===== src/rtl/meter_pkg.sv =====
package meter_pkg;
  typedef enum logic [1:0] {
    MS_TRACK = 2'd0,
    MS_HOLD  = 2'd1,
    MS_DECAY = 2'd2
  } meter_st_e;
endpackage


===== src/rtl/tick_div.sv =====
module tick_div #(
  parameter int unsigned DIV = 8
) (
  input  logic clk_i,
  input  logic rst_ni,
  input  logic clr_i,
  output logic tick_o
);
  localparam int unsigned CW   = (DIV > 1) ? $clog2(DIV) : 1;
  localparam logic [CW-1:0] LAST = CW'(DIV - 1);

  logic [CW-1:0] cnt_q;

  assign tick_o = !clr_i && (cnt_q == LAST);

  always_ff @(posedge clk_i or negedge rst_ni) begin
    if (!rst_ni)               cnt_q <= '0;
    else if (clr_i || tick_o)  cnt_q <= '0;
    else                       cnt_q <= cnt_q + CW'(1);
  end
endmodule


===== src/rtl/peak_hold_fsm.sv =====
module peak_hold_fsm
  import meter_pkg::*;
#(
  parameter int unsigned DW          = 8,
  parameter int unsigned HOLD_CYC    = 100,
  parameter int unsigned DECAY_SHIFT = 4
) (
  input  logic          clk_i,
  input  logic          rst_ni,
  input  logic [DW-1:0] level_i,
  input  logic          vld_i,
  input  logic          tick_i,
  output meter_st_e     state_o,
  output logic [DW-1:0] disp_o
);
  localparam int unsigned HW = (HOLD_CYC > 1) ? $clog2(HOLD_CYC) : 1;
  localparam logic [HW-1:0] HOLD_LAST = HW'(HOLD_CYC - 1);

  meter_st_e     state_q;
  logic [DW-1:0] disp_q, live_q, live_nxt, step, dec_val;
  logic [HW-1:0] hold_q;
  logic          higher;

  assign higher   = vld_i && (level_i > disp_q);
  assign live_nxt = vld_i ? level_i : live_q;

  always_comb begin
    step = disp_q >> DECAY_SHIFT;
    if (step == '0) step = DW'(1);
    dec_val = disp_q - step;
  end

  always_ff @(posedge clk_i or negedge rst_ni) begin
    if (!rst_ni) begin
      state_q <= MS_TRACK;
      disp_q  <= '0;
      live_q  <= '0;
      hold_q  <= '0;
    end else begin
      if (vld_i) live_q <= level_i;
      if (higher) begin
        disp_q  <= level_i;
        state_q <= MS_HOLD;
        hold_q  <= '0;
      end else begin
        unique case (state_q)
          MS_TRACK: begin
            if (vld_i && (level_i < disp_q)) begin
              state_q <= MS_HOLD;
              hold_q  <= '0;
            end
          end
          MS_HOLD: begin
            if (hold_q == HOLD_LAST) begin
              if (disp_q > live_nxt) state_q <= MS_DECAY;
              else begin
                state_q <= MS_TRACK;
                disp_q  <= live_nxt;
              end
            end else begin
              hold_q <= hold_q + HW'(1);
            end
          end
          MS_DECAY: begin
            if (tick_i) begin
              if (dec_val <= live_nxt) begin
                disp_q  <= live_nxt;
                state_q <= MS_TRACK;
              end else begin
                disp_q <= dec_val;
              end
            end
          end
          default: state_q <= MS_TRACK;
        endcase
      end
    end
  end

  assign state_o = state_q;
  assign disp_o  = disp_q;

  assert_jump_R1: assert property (@(posedge clk_i) disable iff (!rst_ni)
    higher |=> (disp_q == $past(level_i)) && (state_q == MS_HOLD));
  assert_hold_still_R2: assert property (@(posedge clk_i) disable iff (!rst_ni)
    (state_q == MS_HOLD && !higher) |=> $stable(disp_q));
  assert_decay_down_R3: assert property (@(posedge clk_i) disable iff (!rst_ni)
    (state_q == MS_DECAY && !higher) |=> disp_q <= $past(disp_q));
  assert_floor_R4: assert property (@(posedge clk_i) disable iff (!rst_ni)
    (state_q == MS_DECAY) |-> disp_q > live_q);
  assert_track_eq_R4: assert property (@(posedge clk_i) disable iff (!rst_ni)
    (state_q == MS_TRACK) |-> disp_q == live_q);
  assert_lower_holds_R5: assert property (@(posedge clk_i) disable iff (!rst_ni)
    (state_q == MS_TRACK && vld_i && level_i < disp_q) |=> (state_q == MS_HOLD) && $stable(disp_q));
  assert_repeak_R6: assert property (@(posedge clk_i) disable iff (!rst_ni)
    (state_q == MS_DECAY && higher) |=> state_q == MS_HOLD);
endmodule


===== src/rtl/pwm_core.sv =====
module pwm_core #(
  parameter int unsigned DW = 8
) (
  input  logic          clk_i,
  input  logic          rst_ni,
  input  logic          step_i,
  input  logic [DW-1:0] duty_i,
  output logic          pwm_o
);
  logic [DW-1:0] cnt_q;
  logic          pwm_q;

  always_ff @(posedge clk_i or negedge rst_ni) begin
    if (!rst_ni) begin
      cnt_q <= '0;
      pwm_q <= 1'b0;
    end else begin
      if (step_i) cnt_q <= cnt_q + DW'(1);
      pwm_q <= (cnt_q < duty_i);
    end
  end

  assign pwm_o = pwm_q;

  assert_zero_duty_R7: assert property (@(posedge clk_i) disable iff (!rst_ni)
    (duty_i == '0) |=> !pwm_o);
  assert_full_duty_R7: assert property (@(posedge clk_i) disable iff (!rst_ni)
    (duty_i == '1 && cnt_q != '1) |=> pwm_o);
endmodule


===== src/rtl/peak_meter_pwm.sv =====
module peak_meter_pwm
  import meter_pkg::*;
#(
  parameter int unsigned CLK_HZ      = 50_000_000,
  parameter int unsigned HOLD_MS     = 2000,
  parameter int unsigned TAU_MS      = 300,
  parameter int unsigned DECAY_SHIFT = 4,
  parameter int unsigned PWM_DIV     = 8
) (
  input  logic       clk_i,
  input  logic       rst_ni,
  input  logic [7:0] level_i,
  input  logic       level_vld_i,
  input  logic       test_en_i,
  input  logic [7:0] test_duty_i,
  output logic       pwm_o
);
  localparam int unsigned DW        = 8;
  localparam int unsigned CYC_MS    = CLK_HZ / 1000;
  localparam int unsigned HOLD_CYC  = CYC_MS * HOLD_MS;
  localparam int unsigned DEC_RAW   = (CYC_MS * TAU_MS) >> DECAY_SHIFT;
  localparam int unsigned DECAY_CYC = (DEC_RAW > 0) ? DEC_RAW : 1;

  meter_st_e     state;
  logic [DW-1:0] disp, duty;
  logic          dec_tick, pwm_step;

  tick_div #(.DIV(DECAY_CYC)) u_decay_tick (
    .clk_i  (clk_i),
    .rst_ni (rst_ni),
    .clr_i  (state != MS_DECAY),
    .tick_o (dec_tick)
  );

  peak_hold_fsm #(
    .DW          (DW),
    .HOLD_CYC    (HOLD_CYC),
    .DECAY_SHIFT (DECAY_SHIFT)
  ) u_peak (
    .clk_i   (clk_i),
    .rst_ni  (rst_ni),
    .level_i (level_i),
    .vld_i   (level_vld_i),
    .tick_i  (dec_tick),
    .state_o (state),
    .disp_o  (disp)
  );

  tick_div #(.DIV(PWM_DIV)) u_pwm_pre (
    .clk_i  (clk_i),
    .rst_ni (rst_ni),
    .clr_i  (1'b0),
    .tick_o (pwm_step)
  );

  assign duty = test_en_i ? test_duty_i : disp;

  pwm_core #(.DW(DW)) u_pwm (
    .clk_i  (clk_i),
    .rst_ni (rst_ni),
    .step_i (pwm_step),
    .duty_i (duty),
    .pwm_o  (pwm_o)
  );

  assert_decay_paced_R3: assert property (@(posedge clk_i) disable iff (!rst_ni)
    (state == MS_DECAY && !dec_tick && !(level_vld_i && level_i > disp)) |=> $stable(disp));
  assert_test_zero_R8: assert property (@(posedge clk_i) disable iff (!rst_ni)
    (test_en_i && test_duty_i == '0) |=> !pwm_o);
endmodule


===== config.mk =====
export PLATFORM = sky130hd
export DESIGN_NAME = peak_meter_pwm
export DESIGN_NICKNAME = d
export VERILOG_FILES = /design/src/rtl/meter_pkg.sv /design/src/rtl/tick_div.sv /design/src/rtl/peak_hold_fsm.sv /design/src/rtl/pwm_core.sv /design/src/rtl/peak_meter_pwm.sv
export SDC_FILE = /design/constraint.sdc
export NUM_CORES = 1
export LEC_CHECK = 0
export BUFFER_PORTS_ARGS = -buffer_cell sky130_fd_sc_hd__buf_4
export CAP_MARGIN = 25
export CORE_ASPECT_RATIO = 1.25
export CORE_MARGIN = 10
export CORE_UTILIZATION = 55
export CTS_BUF_LIST = sky130_fd_sc_hd__clkbuf_16
export DETAILED_ROUTE_END_ITERATION = 6
export GPL_ROUTABILITY_DRIVEN = 0
export PLACE_DENSITY_LB_ADDON = 0.2
export SYNTH_ARGS = -nofsm -noshare
export SYNTH_HDL_FRONTEND = slang
export SYNTH_SLANG_ARGS = --single-unit

===== constraint.sdc =====
create_clock -name clk_i -period 3.2 [get_ports clk_i]
set_clock_uncertainty 0.05 [all_clocks]
set_input_delay 0.32 -clock clk_i [delete_from_list [all_inputs] [get_ports clk_i]]
set_output_delay 0.32 -clock clk_i [all_outputs]
set_load 0.05 [all_outputs]

==> summary.md <==
The flow ran to the end, but the final reports show violations. The checks that failed: negative setup slack. Setup violations remaining at the end of the flow were counted as 10.

The number of buffer and inverter instances along the worst setup path is 1, and the mean post-synth cell area is 9.47 sq um. The number of cells traversed by the worst hold path is 3, and the length in cells of the worst reg-to-reg path is 14. The count of buffers added on input and output ports is 20. Yosys instantiated no cell more often than sky130_fd_sc_hd__dfrtp_1. Summed over all nets, the half-perimeter wirelength after detailed placement is 9.54 mm.

For the number of standard-cell rows in the floorplan, the log shows 39. For the global-route usage over all layers, the log shows 0.200. The logs give 0.674 for the final core utilization and 544 for the number of instances in the synthesized netlist. Fraction of the mapped netlist area in adder cells: 0.108. The cell family contributing the most delay on the critical path is adder cells.

The tools report the count of clock tree sinks as 77. The run gives 78 as the largest net degree at the start of global routing. The total area inside the core boundary comes to 9130 sq um. Excluding fillers, the count of instances in the completed layout stands at 726. The worst register-to-register path ends at u_peak.state_o[0]$_DFFE_PN0P_.

The proportion of synthesized flip-flops having asynchronous set or reset came out at 1.00. The leakage power was 2.65 nW. The die covers 13,700 sq um. For the initial cell density of the core, the log shows 0.565.

After global routing the overflow that remains totals 0. The H-tree level count was 3; the number of enable flip-flop cells after synthesis was 0. For this run, the slowest stage of the critical path takes 400 ps. After detailed placement, the design holds a cell count of 698. The tools report the achievable clock frequency as 297 MHz.

The post-synthesis instance area is 5150 sq um. At the pin with the least slew margin, the transition time is 738 ps. Clock tree buffer depth: 2. The later pin in the worst-skew pair is clocked with a latency of 340 ps.

The number of antenna violations at the first check in global routing was 0; the minimum clock period was 3370 ps. The design draws 5.26 mW. The multiplexer fraction of the synthesized cell area works out to 0.0546. CTS placed an instance of sky130_fd_sc_hd__clkbuf_16 at the clock tree root. 21 I/O pins were placed. The setup check on the worst reg-to-reg path leaves a slack of -170 ps. The max-capacitance violation count was 0; the post-route cell area was 6150 sq um. The maximum vdd drop came out at 0.744 mV.

Yosys mapped the design onto 50 distinct sky130hd cell types. The synthesized netlist net count is 608, and the least setup slack across all paths after layout is -168 ps. The tools report the remaining routing DRC violations as 0. TritonCTS built the clock tree.

The fraction of final layout cells sized beyond drive strength 1 was 0.202. By area, the combinational part of the netlist is dominated by simple AND/OR/NAND/NOR gates. The routed design has 13.3 mm of wire. Power spread over the standard cell area amounts to 856 nW/um^2.

The synthesis-stage register bit count is 77. The worst endpoint data arrival time was 3590 ps. The number of vias per cell works out to 6.08. The logs give 0.374 for the sequential area share after synthesis and 0 for the hold violation total from the final report.

The via count was 4,416. The logs give 0 for the number of warnings issued by yosys and 0 for the remaining antenna violation count after routing. In this run the most critical hold path is launched from level_i[4]. Post-synthesis compound-gate area fraction: 0.180. The path with the worst hold slack has its endpoint at u_peak.disp_o[4]$_DFFE_PN0P_. The number of nets at the end of the flow is 662, and the post-synthesis share of cell area spent on xor and xnor gates is 0.0459. STA classifies the critical path startpoint as a register.

For this block, the initial DRC count from the detailed router was 216. Setup repair after global routing could not meet its margin everywhere. The tools report the worst path required time as 3420 ps. Dividing the detail-routed wire length by the instance count gives 18.3 microns. The ratio of final minimum period to clock period works out to 1.05. The register clock-pin slew on the reported worst setup and hold paths came out at 60 ps.

Most area-hungry cell type in the Yosys netlist: sky130_fd_sc_hd__dfrtp_1. By count the netlist is led by 77 x sky130_fd_sc_hd__dfrtp_1, 49 x sky130_fd_sc_hd__nor2_1, 43 x sky130_fd_sc_hd__ha_1. Buffers inserted during clock tree synthesis total 9. The placement-stage cell area is 5630 sq um.

The first global-routing pass estimated 22.1 mm of wire. The critical path in this run is classified as register to register. The highest net fanout along the worst path is 6. Headroom to the max-slew limit: 0.504. By area the synthesized netlist is led by sky130_fd_sc_hd__dfrtp_1 37%, sky130_fd_sc_hd__ha_1 10%, sky130_fd_sc_hd__nor2_1 3.6%, sky130_fd_sc_hd__mux2i_1 3.5%, sky130_fd_sc_hd__o211ai_1 3.5%.

From synthesis to final layout, the design area changed by 19.3%. The floorplan step set the die height to 128 microns. In this run the horizontal extent of the chip is 107 microns.

The simple-gate share of the synthesized area is 0.195. The via count of the first global-routing pass is 4,618. The critical path goes through o31ai_2 -> ha_2 -> inv_2 -> fa_2 -> a21oi_2 -> nor2b_2 -> nor4_2 -> xnor2_1 -> ha_1 -> nand4_1 -> or2_4 -> o211a_4 -> a211oi_4 -> mux2i_1. The repair_antennas step left the layout with diodes totalling 0. The final max-slew violation count was 0. The dominant synthesized flop cell is sky130_fd_sc_hd__dfrtp_1. In this run the critical register-to-register path is launched from u_peak.disp_o[6]$_DFFE_PN0P_. In this run the worst hold path is classified as input port to register. The first TritonRoute pass finished after 4 iterations. The top-area cell type share of the netlist area is 0.374.

STA classifies the critical path endpoint as a register. On the critical path, the stage with the largest delay is an instance of sky130_fd_sc_hd__dfrtp_1.
==> worst min-delay path, stage by stage <==
cell	delay [ps]
sky130_fd_sc_hd__buf_4	90
sky130_fd_sc_hd__nand2_1	50
sky130_fd_sc_hd__o211ai_2	50
==> final cells by class <==
class	count	area [sq um]
flip-flops and latches	77	1930
repair buffers	61	497
clock buffers	9	225
multi-input cells	412	3090
fillers	752	2980
clock inverters	7	114
well taps	123	154
inverters	37	139
==> report_power, final <==
| part | internal (mW) | total, mW | switching, mW |
|---|---|---|---|
| Sequential | 1.06 | 1.14 | 0.0755 |
| Combinational | 1.34 | 2.95 | 1.61 |
| Clock | 0.757 | 1.17 | 0.413 |
| Total | 3.16 | 5.26 | 2.10 |
==> cells by family (layout without fill, tap and decap cells) <==
logic type,count (synthesis),count (layout)
and+or+nand+nor,194,194
buffers and inverters,55,114
AOI/OAI and AO/OA,120,120
DFF,77,77
adders and majority gates,44,44
muxes,27,27
xor gates and xnor gates,27,27
==> layout by cell type (no fill, tap or decap), types with 3 or more instances in the layout <==
| cell type | netlist | routed |
|---|---|---|
| sky130_fd_sc_hd__dfrtp_1 | 77 | 77 |
| sky130_fd_sc_hd__inv_1 | 37 | 36 |
| sky130_fd_sc_hd__o22ai_1 | 3 | 3 |
| sky130_fd_sc_hd__nor3_1 | 15 | 14 |
| sky130_fd_sc_hd__o211ai_2 | 7 | 7 |
| sky130_fd_sc_hd__o211ai_1 | 24 | 24 |
| sky130_fd_sc_hd__nor4_1 | 8 | 7 |
| sky130_fd_sc_hd__o21a_1 | 5 | 5 |
| sky130_fd_sc_hd__mux2i_2 | 0 | 3 |
| sky130_fd_sc_hd__ha_1 | 43 | 42 |
| sky130_fd_sc_hd__a211o_1 | 5 | 5 |
| sky130_fd_sc_hd__and3_1 | 6 | 6 |
| sky130_fd_sc_hd__nor2b_1 | 6 | 5 |
| sky130_fd_sc_hd__and4_1 | 4 | 4 |
| sky130_fd_sc_hd__mux2_2 | 9 | 9 |
| sky130_fd_sc_hd__a21oi_1 | 19 | 17 |
| sky130_fd_sc_hd__mux2i_1 | 18 | 15 |
| sky130_fd_sc_hd__o211a_1 | 4 | 3 |
| sky130_fd_sc_hd__nand3_1 | 21 | 21 |
| sky130_fd_sc_hd__xnor2_1 | 16 | 15 |
| sky130_fd_sc_hd__xor2_1 | 11 | 11 |
| sky130_fd_sc_hd__nand2_1 | 40 | 40 |
| sky130_fd_sc_hd__nand4_1 | 19 | 19 |
| sky130_fd_sc_hd__bufinv_16 | 0 | 3 |
| sky130_fd_sc_hd__o21ai_0 | 12 | 11 |
| sky130_fd_sc_hd__nor2_1 | 49 | 48 |
| sky130_fd_sc_hd__o2bb2ai_1 | 8 | 8 |
| sky130_fd_sc_hd__a211oi_1 | 12 | 11 |
| sky130_fd_sc_hd__clkbuf_16 | 0 | 9 |
| sky130_fd_sc_hd__and2_1 | 3 | 3 |
| sky130_fd_sc_hd__buf_4 | 0 | 57 |
| sky130_fd_sc_hd__or2_2 | 5 | 4 |
| sky130_fd_sc_hd__or3_1 | 6 | 6 |
| sky130_fd_sc_hd__a22o_1 | 14 | 14 |
==> sequential cells by signal, indices dropped and copies added (netlist names) <==
| signal | cells |
|---|---|
| u_decay_tick.cnt_q | 20 |
| u_peak.disp_o | 8 |
| u_peak.hold_q | 27 |
| u_peak.live_q | 8 |
| u_peak.state_o | 2 |
| u_pwm.cnt_q | 8 |
| u_pwm.pwm_o | 1 |
| u_pwm_pre.cnt_q | 3 |
==> metal layers <==
metal	part of all wire	track usage	routed length [microns]	vias to the layer above
li1	-	-	-	2108
met1	0.39	0.212	5120	2148
met2	0.53	0.356	7010	115
met3	0.038	0.0412	498	45
met4	0.047	0.120	623	0
met5	0	0	0	-
==> how the worst max path moves through the flow <==
stage	startpoint	endpoint	depth (start not counted)
after floorplan	u_peak.disp_o[6]$_DFFE_PN0P_	u_peak.state_o[0]$_DFFE_PN0P_	15
after global placement	u_peak.disp_o[6]$_DFFE_PN0P_	u_peak.state_o[1]$_DFFE_PN0P_	14
after detailed placement	u_peak.disp_o[6]$_DFFE_PN0P_	u_peak.disp_o[3]$_DFFE_PN0P_	14
after CTS	u_peak.disp_o[5]$_DFFE_PN0P_	u_peak.state_o[0]$_DFFE_PN0P_	14
after global routing	u_peak.disp_o[6]$_DFFE_PN0P_	u_peak.disp_o[6]$_DFFE_PN0P_	15
final	u_peak.disp_o[6]$_DFFE_PN0P_	u_peak.state_o[0]$_DFFE_PN0P_	14
==> repair_timing <==
item / 4_1_cts / 5_1_grt
hold buffers: 0 / 1
setup endpoints to repair: 10 / 29
pin swaps: 12 / 7
resized for setup: 7 / 6
setup buffers: 7 / 3
endpoints found under the hold margin: 0 / 26
==> stage by stage <==
step                hold WS [ps]  setup slack (ps)  TNS (ps)
CTS                          139             -90.4      -320
global placement             366              -267     -2200
floorplan                  -25.6             -86.8      -174
global route                 166              -314     -2800
finish                       158              -168     -1340
detailed placement           378              -462     -3590
(Power assumes the default switching activity.)
